==> src/rtl/mp_pkg.sv <==
package mp_pkg;

    // Control events a stage publishes to its neighbours.
    typedef struct packed {
        logic cd;   // capture complete, register holding
        logic pd;   // pass complete, register transparent again
    } stage_evt_t;

    localparam stage_evt_t EVT_IDLE = '{cd: 1'b0, pd: 1'b0};

endpackage

==> src/rtl/mp_celem.sv <==
// Registered Muller C-element: output goes high when every input is high,
// low when every input is low, and otherwise keeps its value.
module mp_celem #(
    parameter int unsigned N = 2
) (
    input  logic         clk,
    input  logic         rst_n,
    input  logic [N-1:0] in_i,
    output logic         nxt_o,
    output logic         q_o
);

    logic state_d, state_q;

    always_comb begin
        state_d = state_q;
        if (&in_i) begin
            state_d = 1'b1;
        end else if (~|in_i) begin
            state_d = 1'b0;
        end
    end

    always_ff @(posedge clk or negedge rst_n) begin
        if (!rst_n) begin
            state_q <= 1'b0;
        end else begin
            state_q <= state_d;
        end
    end

    assign nxt_o = state_d;
    assign q_o   = state_q;

endmodule

==> src/rtl/mp_delay.sv <==
// Matched-delay element for the request path. The forwarded request rises
// DELAY+1 cycles after start_i rises and drops the cycle after start_i is low.
module mp_delay #(
    parameter int unsigned CW    = 4,
    parameter int unsigned DELAY = 0
) (
    input  logic clk,
    input  logic rst_n,
    input  logic start_i,
    output logic fwd_o
);

    localparam logic [CW-1:0] LOAD = CW'(DELAY);

    generate
        if (DELAY == 0) begin : g_bypass
            logic fwd_d, fwd_q;

            always_comb begin
                fwd_d = start_i;
            end

            always_ff @(posedge clk or negedge rst_n) begin
                if (!rst_n) begin
                    fwd_q <= 1'b0;
                end else begin
                    fwd_q <= fwd_d;
                end
            end

            assign fwd_o = fwd_q;
        end else begin : g_count
            typedef struct packed {
                logic [CW-1:0] cnt;
                logic          fwd;
            } dly_t;

            dly_t dly_d, dly_q;

            always_comb begin
                dly_d = dly_q;
                if (!start_i) begin
                    dly_d.cnt = LOAD;
                    dly_d.fwd = 1'b0;
                end else if (!dly_q.fwd) begin
                    if (dly_q.cnt == '0) begin
                        dly_d.fwd = 1'b1;
                    end else begin
                        dly_d.cnt = dly_q.cnt - 1'b1;
                    end
                end
            end

            always_ff @(posedge clk or negedge rst_n) begin
                if (!rst_n) begin
                    dly_q <= '{cnt: LOAD, fwd: 1'b0};
                end else begin
                    dly_q <= dly_d;
                end
            end

            assign fwd_o = dly_q.fwd;
        end
    endgenerate

endmodule

==> src/rtl/mp_stage.sv <==
// One pipeline register with its capture/pass sequencing.
module mp_stage
    import mp_pkg::*;
#(
    parameter int unsigned WIDTH = 16,
    parameter int unsigned CW    = 4,
    parameter int unsigned DELAY = 0
) (
    input  logic             clk,
    input  logic             rst_n,
    input  logic             req_i,
    input  logic             pass_i,
    input  logic [WIDTH-1:0] din_i,
    output logic             cap_o,
    output logic             cd_o,
    output logic             pd_o,
    output logic             fwd_o,
    output logic [WIDTH-1:0] dout_o
);

    typedef struct packed {
        logic [WIDTH-1:0] data;
        stage_evt_t       evt;
    } stage_t;

    stage_t st_d, st_q;
    logic   hold_nxt, hold_q;

    // Join: hold when a request is present and the successor has let go.
    mp_celem #(.N(2)) u_join (
        .clk   (clk),
        .rst_n (rst_n),
        .in_i  ({req_i, ~pass_i}),
        .nxt_o (hold_nxt),
        .q_o   (hold_q)
    );

    always_comb begin
        st_d = st_q;
        if (hold_nxt && !hold_q) begin
            st_d.data = din_i;
        end
        st_d.evt.cd = hold_q;
        st_d.evt.pd = !hold_q && (st_q.evt.cd || st_q.evt.pd);
    end

    always_ff @(posedge clk or negedge rst_n) begin
        if (!rst_n) begin
            st_q <= '{data: '0, evt: EVT_IDLE};
        end else begin
            st_q <= st_d;
        end
    end

    mp_delay #(.CW(CW), .DELAY(DELAY)) u_dly (
        .clk     (clk),
        .rst_n   (rst_n),
        .start_i (st_q.evt.cd),
        .fwd_o   (fwd_o)
    );

    assign cap_o  = hold_q;
    assign cd_o   = st_q.evt.cd;
    assign pd_o   = st_q.evt.pd;
    assign dout_o = st_q.data;

endmodule

==> src/rtl/mp_chain.sv <==
// Chain of micropipeline stages with a four-phase push and pop port.
module mp_chain #(
    parameter int unsigned WIDTH  = 16,
    parameter int unsigned STAGES = 4,
    parameter int unsigned CW     = 4,
    parameter logic [STAGES*CW-1:0] STAGE_DELAYS = {4'd1, 4'd3, 4'd0, 4'd2}
) (
    input  logic             clk,
    input  logic             rst_n,
    input  logic             in_req,
    input  logic [WIDTH-1:0] in_data,
    output logic             in_ack,
    output logic             out_req,
    output logic [WIDTH-1:0] out_data,
    input  logic             out_ack
);

    localparam int unsigned LAST = STAGES - 1;

    logic [STAGES-1:0] req_vec;
    logic [STAGES-1:0] pass_vec;
    logic [STAGES-1:0] c_vec;
    logic [STAGES-1:0] cd_vec;
    logic [STAGES-1:0] pd_vec;
    logic [STAGES-1:0] fwd_vec;
    logic [WIDTH-1:0]  din_arr  [STAGES];
    logic [WIDTH-1:0]  dout_arr [STAGES];

    generate
        for (genvar i = 0; i < STAGES; i++) begin : g_stage
            localparam int unsigned D_I = int'(STAGE_DELAYS[i*CW +: CW]);

            if (i == 0) begin : g_head
                assign req_vec[i] = in_req;
                assign din_arr[i] = in_data;
            end else begin : g_body
                assign req_vec[i] = fwd_vec[i-1];
                assign din_arr[i] = dout_arr[i-1];
            end

            if (i == LAST) begin : g_tail
                assign pass_vec[i] = out_ack;
            end else begin : g_mid
                assign pass_vec[i] = cd_vec[i+1];
            end

            mp_stage #(.WIDTH(WIDTH), .CW(CW), .DELAY(D_I)) u_st (
                .clk    (clk),
                .rst_n  (rst_n),
                .req_i  (req_vec[i]),
                .pass_i (pass_vec[i]),
                .din_i  (din_arr[i]),
                .cap_o  (c_vec[i]),
                .cd_o   (cd_vec[i]),
                .pd_o   (pd_vec[i]),
                .fwd_o  (fwd_vec[i]),
                .dout_o (dout_arr[i])
            );
        end
    endgenerate

    assign in_ack   = cd_vec[0];
    assign out_req  = fwd_vec[LAST];
    assign out_data = dout_arr[LAST];

endmodule

==> config.mk <==
export PLATFORM = sky130hd
export DESIGN_NAME = mp_chain
export DESIGN_NICKNAME = d
export VERILOG_FILES = /design/src/rtl/mp_pkg.sv /design/src/rtl/mp_celem.sv /design/src/rtl/mp_delay.sv /design/src/rtl/mp_stage.sv /design/src/rtl/mp_chain.sv
export SDC_FILE = /design/constraint.sdc
export NUM_CORES = 1
export LEC_CHECK = 0
export ABC_AREA = 0
export BUFFER_PORTS_ARGS = -buffer_cell sky130_fd_sc_hd__buf_2
export CORE_ASPECT_RATIO = 0.75
export CORE_MARGIN = 3
export CORE_UTILIZATION = 50
export CTS_BUF_LIST = sky130_fd_sc_hd__clkbuf_16
export DETAILED_ROUTE_END_ITERATION = 6
export HOLD_SLACK_MARGIN = 0.03
export PLACE_DENSITY = 0.7
export REMOVE_ABC_BUFFERS = 1
export SETUP_SLACK_MARGIN = 0.15
export SLEW_MARGIN = 20
export SYNTH_ARGS = -nofsm -noshare
export SYNTH_HDL_FRONTEND = slang
export SYNTH_SLANG_ARGS = --single-unit
==> constraint.sdc <==
create_clock -name clk -period 3.8 [get_ports clk]
set_clock_uncertainty 0.2 [all_clocks]
set_input_delay 0.76 -clock clk [delete_from_list [all_inputs] [get_ports clk]]
set_output_delay 0.76 -clock clk [all_outputs]
set_load 0.05 [all_outputs]
Word level (Yosys, flattened, before mapping)
Index checks and enable logic that the tools add are counted.

Register bits after elaboration: 88. Output and inout bits: 18. Logic and storage cells: 74.

$add $sub $neg: 3. Equality and inequality tests: 6. Multiplexer cells: 20. Bitwise logic cells: 4. Reductions and logical operators: 22.

Operators with widths (number): 5-bit two-way mux (6); 2-bit AND reduction (7); 4-bit logical NOT (3); 4-bit two-way mux (3); 2-bit != test, second input constant (6); 4-bit by 1-bit subtractor with 4-bit output, second input constant (3); 1-bit two-way mux (11); 2-bit OR reduction (4); 1-bit logical AND (4); 1-bit logical NOT (4); 1-bit NOT (4).

Depth between registers and ports, before layout
Depth after elaboration: 5. Depth in mapped cells: 5. Gate-level depth less buffers: 5.

By module
Synthesis repeated with hierarchy kept, for this count alone.

Cells, all modules: 247. Area, all modules: 3797.4 um2.

By module, submodules not included: mp_stage (instances 4, cells an instance 40, area an instance 708.2 um2, seq. area each 450.4 um2); mp_delay (g_stage[2].u_st.u_dly) (instances 1, cells an instance 26, area an instance 266.5 um2, seq. area each 127.6 um2); mp_delay (g_stage[0].u_st.u_dly) (instances 1, cells an instance 26, area an instance 265.3 um2, seq. area each 126.4 um2); mp_delay (g_stage[3].u_st.u_dly) (instances 1, cells an instance 26, area an instance 262.8 um2, seq. area each 126.4 um2); mp_celem (instances 4, cells an instance 2, area an instance 36.3 um2, seq. area each 25.0 um2); mp_delay (g_stage[1].u_st.u_dly) (instances 1, cells an instance 1, area an instance 25.0 um2, seq. area each 25.0 um2).

Least setup slack after synthesis
Ideal clock, no wire load.

Path kind: input-to-reg. From: input port in_req. To: register g_stage[0].u_st.st_q, in the netlist g_stage[0].u_st.dout_o[0]. Library setup time: 0.125 ns. Arrival time: 1.605 ns. Required time: 3.475 ns. Slack: 1.870 ns. Stages: 3. Buffers on the path: 1. Cell sequence: nor3b_4 buf_4 mux2_2.

Cells in the longest elaborated chain, start to end: 4. Elaborated cells on any way between the ends: 5. Classes of those cells: mux (2); reduce/logical (3).

RTL lines: from (decl) (line mp_chain.sv:10) `input logic in_req,`; 2-bit OR reduction (line mp_celem.sv:19) `end else if (~|in_i) begin`; 1-bit two-way mux (line mp_celem.sv:19); 1-bit two-way mux (*) (line mp_celem.sv:17) `if (&in_i) begin`; 1-bit logical AND (*) (line mp_stage.sv:40) `if (hold_nxt && !hold_q) begin`; to (signal assigned) (line mp_stage.sv:49) `st_q <= '{data: '0, evt: EVT_IDLE};`; to (signal assigned) (line mp_stage.sv:51) `st_q <= st_d;`; to (decl) (line mp_stage.sv:26) `stage_t st_d, st_q;`.

Every way passes the cells marked *; elsewhere a longest branch is shown, timed or not. A chain may end at the register's enable or synchronous reset.

Final worst setup path
From: register g_stage[3].u_st.u_dly.g_count.dly_q, in the netlist g_stage[3].u_st.u_dly.fwd_o. To: output port out_req.

RTL lines: from (decl) (line mp_delay.sv:38) `dly_t dly_d, dly_q;`; from (signal assigned) (line mp_delay.sv:56) `dly_q <= '{cnt: LOAD, fwd: 1'b0};`; from (signal assigned) (line mp_delay.sv:58) `dly_q <= dly_d;`; to (decl) (line mp_chain.sv:13) `output logic out_req,`.

No word-level cell between the ends.

==> impl_results.md <==
- Via count: roughly 1900
- Clk root buf: clkbuf_16
- Fmax: 489.4 MHz
- Met1 usage: 20.80%
- Setup ws final: approximately 1.8 ns
- Longest Clk Path Bufs: 2
- Util after Layout: 61.83%
- Post-DRT Antenna Nets: 0
- Gpl congestion: roughly 0.76
- CP Capture Type: primary output
- Critical-path maximum fanout: 8
- Setup_tns: 0 ns
- Worst slew margin: ~39%
- Synth-to-Final Area Change: 15.31%
- First-pass GRT wire length: 9266 um
- Stages on worst setup path: 1
- Initial antenna violation count: 0
- Hold Fails Final Rpt: 0
- Worst-Margin Slew: 0.9213 ns
- Clock Latency Late Sink: 0.33 ns
- Hold Buf Count CTS: 0
- FF+latch count, synth: 88
- Commonest non-fill, non-tap cells in the layout: dfrtp_1, mux2_2, buf_2
- Pre-Repair DR Iteration Count: 4
- TritonCTS Buffers: 9
- Synth Flop Type: dfrtp_1
- Synth Area in Compound Gates: a little under 3%
- Synth top area share: 59.68%
- Area of the core: approximately 0.0066 mm^2
- ANT cells: 0
- Worst EP required: 2.84 ns
- Hold Worst Slack: 0.2619 ns
- Total grt overflow: 0
- Initial core utilization: 53.62%
- Initial DRC Count: 62
- Syn_area_per_cell: about 15 um^2
- CP Data Arrival Time: 1.08 ns
- Yosys top cell by area: dfrtp_1
- CP cell instances: buf_2
- Vias in the first global route: 1915
- CTS sink cnt: 88
- Synth warn: 0
- Main combinational cell family by area after synthesis: multiplexers
- Place WS: 1.405 ns
- Largest net degree at the start of global routing: 68
- Synth Area in Adders: 2.700%
- Library cells used by synthesis: 26
- Final Power: ~3.7 mW
- Critical Path Slowest Stage Cell: dfrtp_1
- Critical path startpoint category: register
- Mux contribution to synthesized area: 21.92%
- Hpwl dp: 3638 um
- CTS H-Tree Depth: 3
- Final min period: around 2.0 ns
- Power per cell area: 914.9 mW/mm^2
- Layout cells sized above 1: 42.81%
- Max cap viols: 0
- Die Y: 78.69 um
- Setup bufs post-CTS: 0
- CP Class: register to primary output
- GRT Max-Usage Layer: met2
- Cell area after synthesis: 0.003522 mm^2
- Worst ir drop on vdd: 0.3872 mV
- Max-slew violations: 0
- CTS tree: built
- Area share of and/or/nand/nor cells after synthesis: 7.140%
- Vias/cell: slightly above 5
- Clk slew on worst S/H paths: ~0.06 ns
- DRC violation count after routing: 0
- Hold path cells: 0
- Reg2reg path depth: 2
- Post-cts sizing count: 0
- Crit path max-delay family: flip-flops
- Die footprint: 0.008098 mm^2
- Commonest non-fill, non-tap cell in the layout: dfrtp_1
- RSZ-0062 raised after global routing: false
- Die width: approximately 100 um
- Ys async rst share: 100.0%
- DR WL/cell: 15.05 um
- LEAKAGE: 1.846 nW
- Ports: 38
- Post-synthesis xor/xnor area fraction: 0%
- EDFF count, synth: 0
- Largest stage delay, worst path: 0.45 ns
- Final WL: 5508 um
- Status: finished, final reports clean
- GRT Total Usage: between 10% and 20%
- Mapped Cells: around 240
- Crit path buf inv count: 1
- Sequential share of the synthesized area: a little over three fifths
- Final nets: 306
- Setup Viol. Count Final: 0
- Tcrit/Tclk final: 53.77%
- Port Buffers: 37
- # rows: 25
- Met3 GRT Util: 5.151%
- Met2 usage: about 22%
- Worst hold path class: register to register
- Synth area leaders: dfrtp_1, mux2_2, dfstp_2
-- Yosys cell counts, types with 2 or more instances --
master    number
nor3_1         2
dfstp_2        4
o21ai_0        6
dfrtp_1       84
mux2i_1        4
a211o_1        3
nand2b_1       3
buf_6          3
ha_1           6
nor3b_4        4
a21boi_0       3
inv_1         12
nor2b_1        5
nor2_1         7
nand2_1        9
nor4_1         3
mux2_2        64
nor3b_1        3
maj3_1         2
nand3b_1       2
-- through the flow --
| step | std cells | instance area (um^2) |
|---|---|---|
| 2_1_floorplan | 230 | 3476 |
| 5_1_grt | 366 | 4061 |
| 6_report | 366 | 4061 |
| 3_3_place_gp | 350 | 3780 |
| 4_1_cts | 366 | 4061 |
| 3_5_place_dp | 350 | 3780 |
-- per-layer routing --
layer | up-vias | part of all wire [%] | routed length, um
li1 | 913 | - | -
met1 | 941 | 49 | 2709
met2 | 32 | 45 | 2452
met3 | 11 | 4.3 | 239
met4 | 0 | 1.9 | 106
met5 | - | 0 | 0
-- power breakdown --
part / switching, mW / internal (mW)
Sequential: 0.297 / 1.40
Clock: 0.327 / 0.497
Combinational: 0.640 / 0.555
Total: 1.26 / 2.45
-- cell type report --
cell class              instances  area (um^2)
inverters                      12        45.04
well taps                      81        101.3
clock buffers                   9        225.2
fillers                       505         2507
clock inverters                 7        56.30
flip-flops and latches         88         2207
multi-input cells             130         1224
repair buffers                 39        202.7
-- state kept, by name (all words and copies together) (netlist names) --
signal	cells
g_stage.u_st.cd_o	4
g_stage.u_st.u_dly.g_count.dly_q	12
g_stage.u_st.u_join.q_o	4
g_stage.u_st.u_dly.fwd_o	4
g_stage.u_st.dout_o	64
-- path summary, 6_finish.rpt --
path	endpoint	slack, ns	start
max	out_req	1.76	g_stage[3].u_st.u_dly.fwd_o$_DFF_PN0_
min	g_stage[3].u_st.cd_o$_DFF_PN0_	0.26	g_stage[3].u_st.u_join.q_o$_DFF_PN0_
max reg2reg	g_stage[2].u_st.dout_o[7]$_DFFE_PN0P_	1.77	g_stage[3].u_st.cd_o$_DFF_PN0_
min reg2reg	g_stage[3].u_st.cd_o$_DFF_PN0_	0.26	g_stage[3].u_st.u_join.q_o$_DFF_PN0_
max in group asynchronous	g_stage[0].u_st.dout_o[11]$_DFFE_PN0P_	2.38	rst_n
min in group asynchronous	g_stage[3].u_st.u_dly.g_count.dly_q[2]$_DFFE_PN0P_	0.33	rst_n
-- kinds of logic (layout without fill, tap and decap cells) --
group | count (synthesis) | count (layout)
AND/OR/NAND/NOR | 38 | 38
multiplexers | 69 | 69
flip-flops | 88 | 88
adder cells (fa/ha/maj) | 8 | 8
buffers and inverters | 17 | 67
AO/OA/AOI/OAI | 15 | 15
Power figures use the tool's default switching activity.
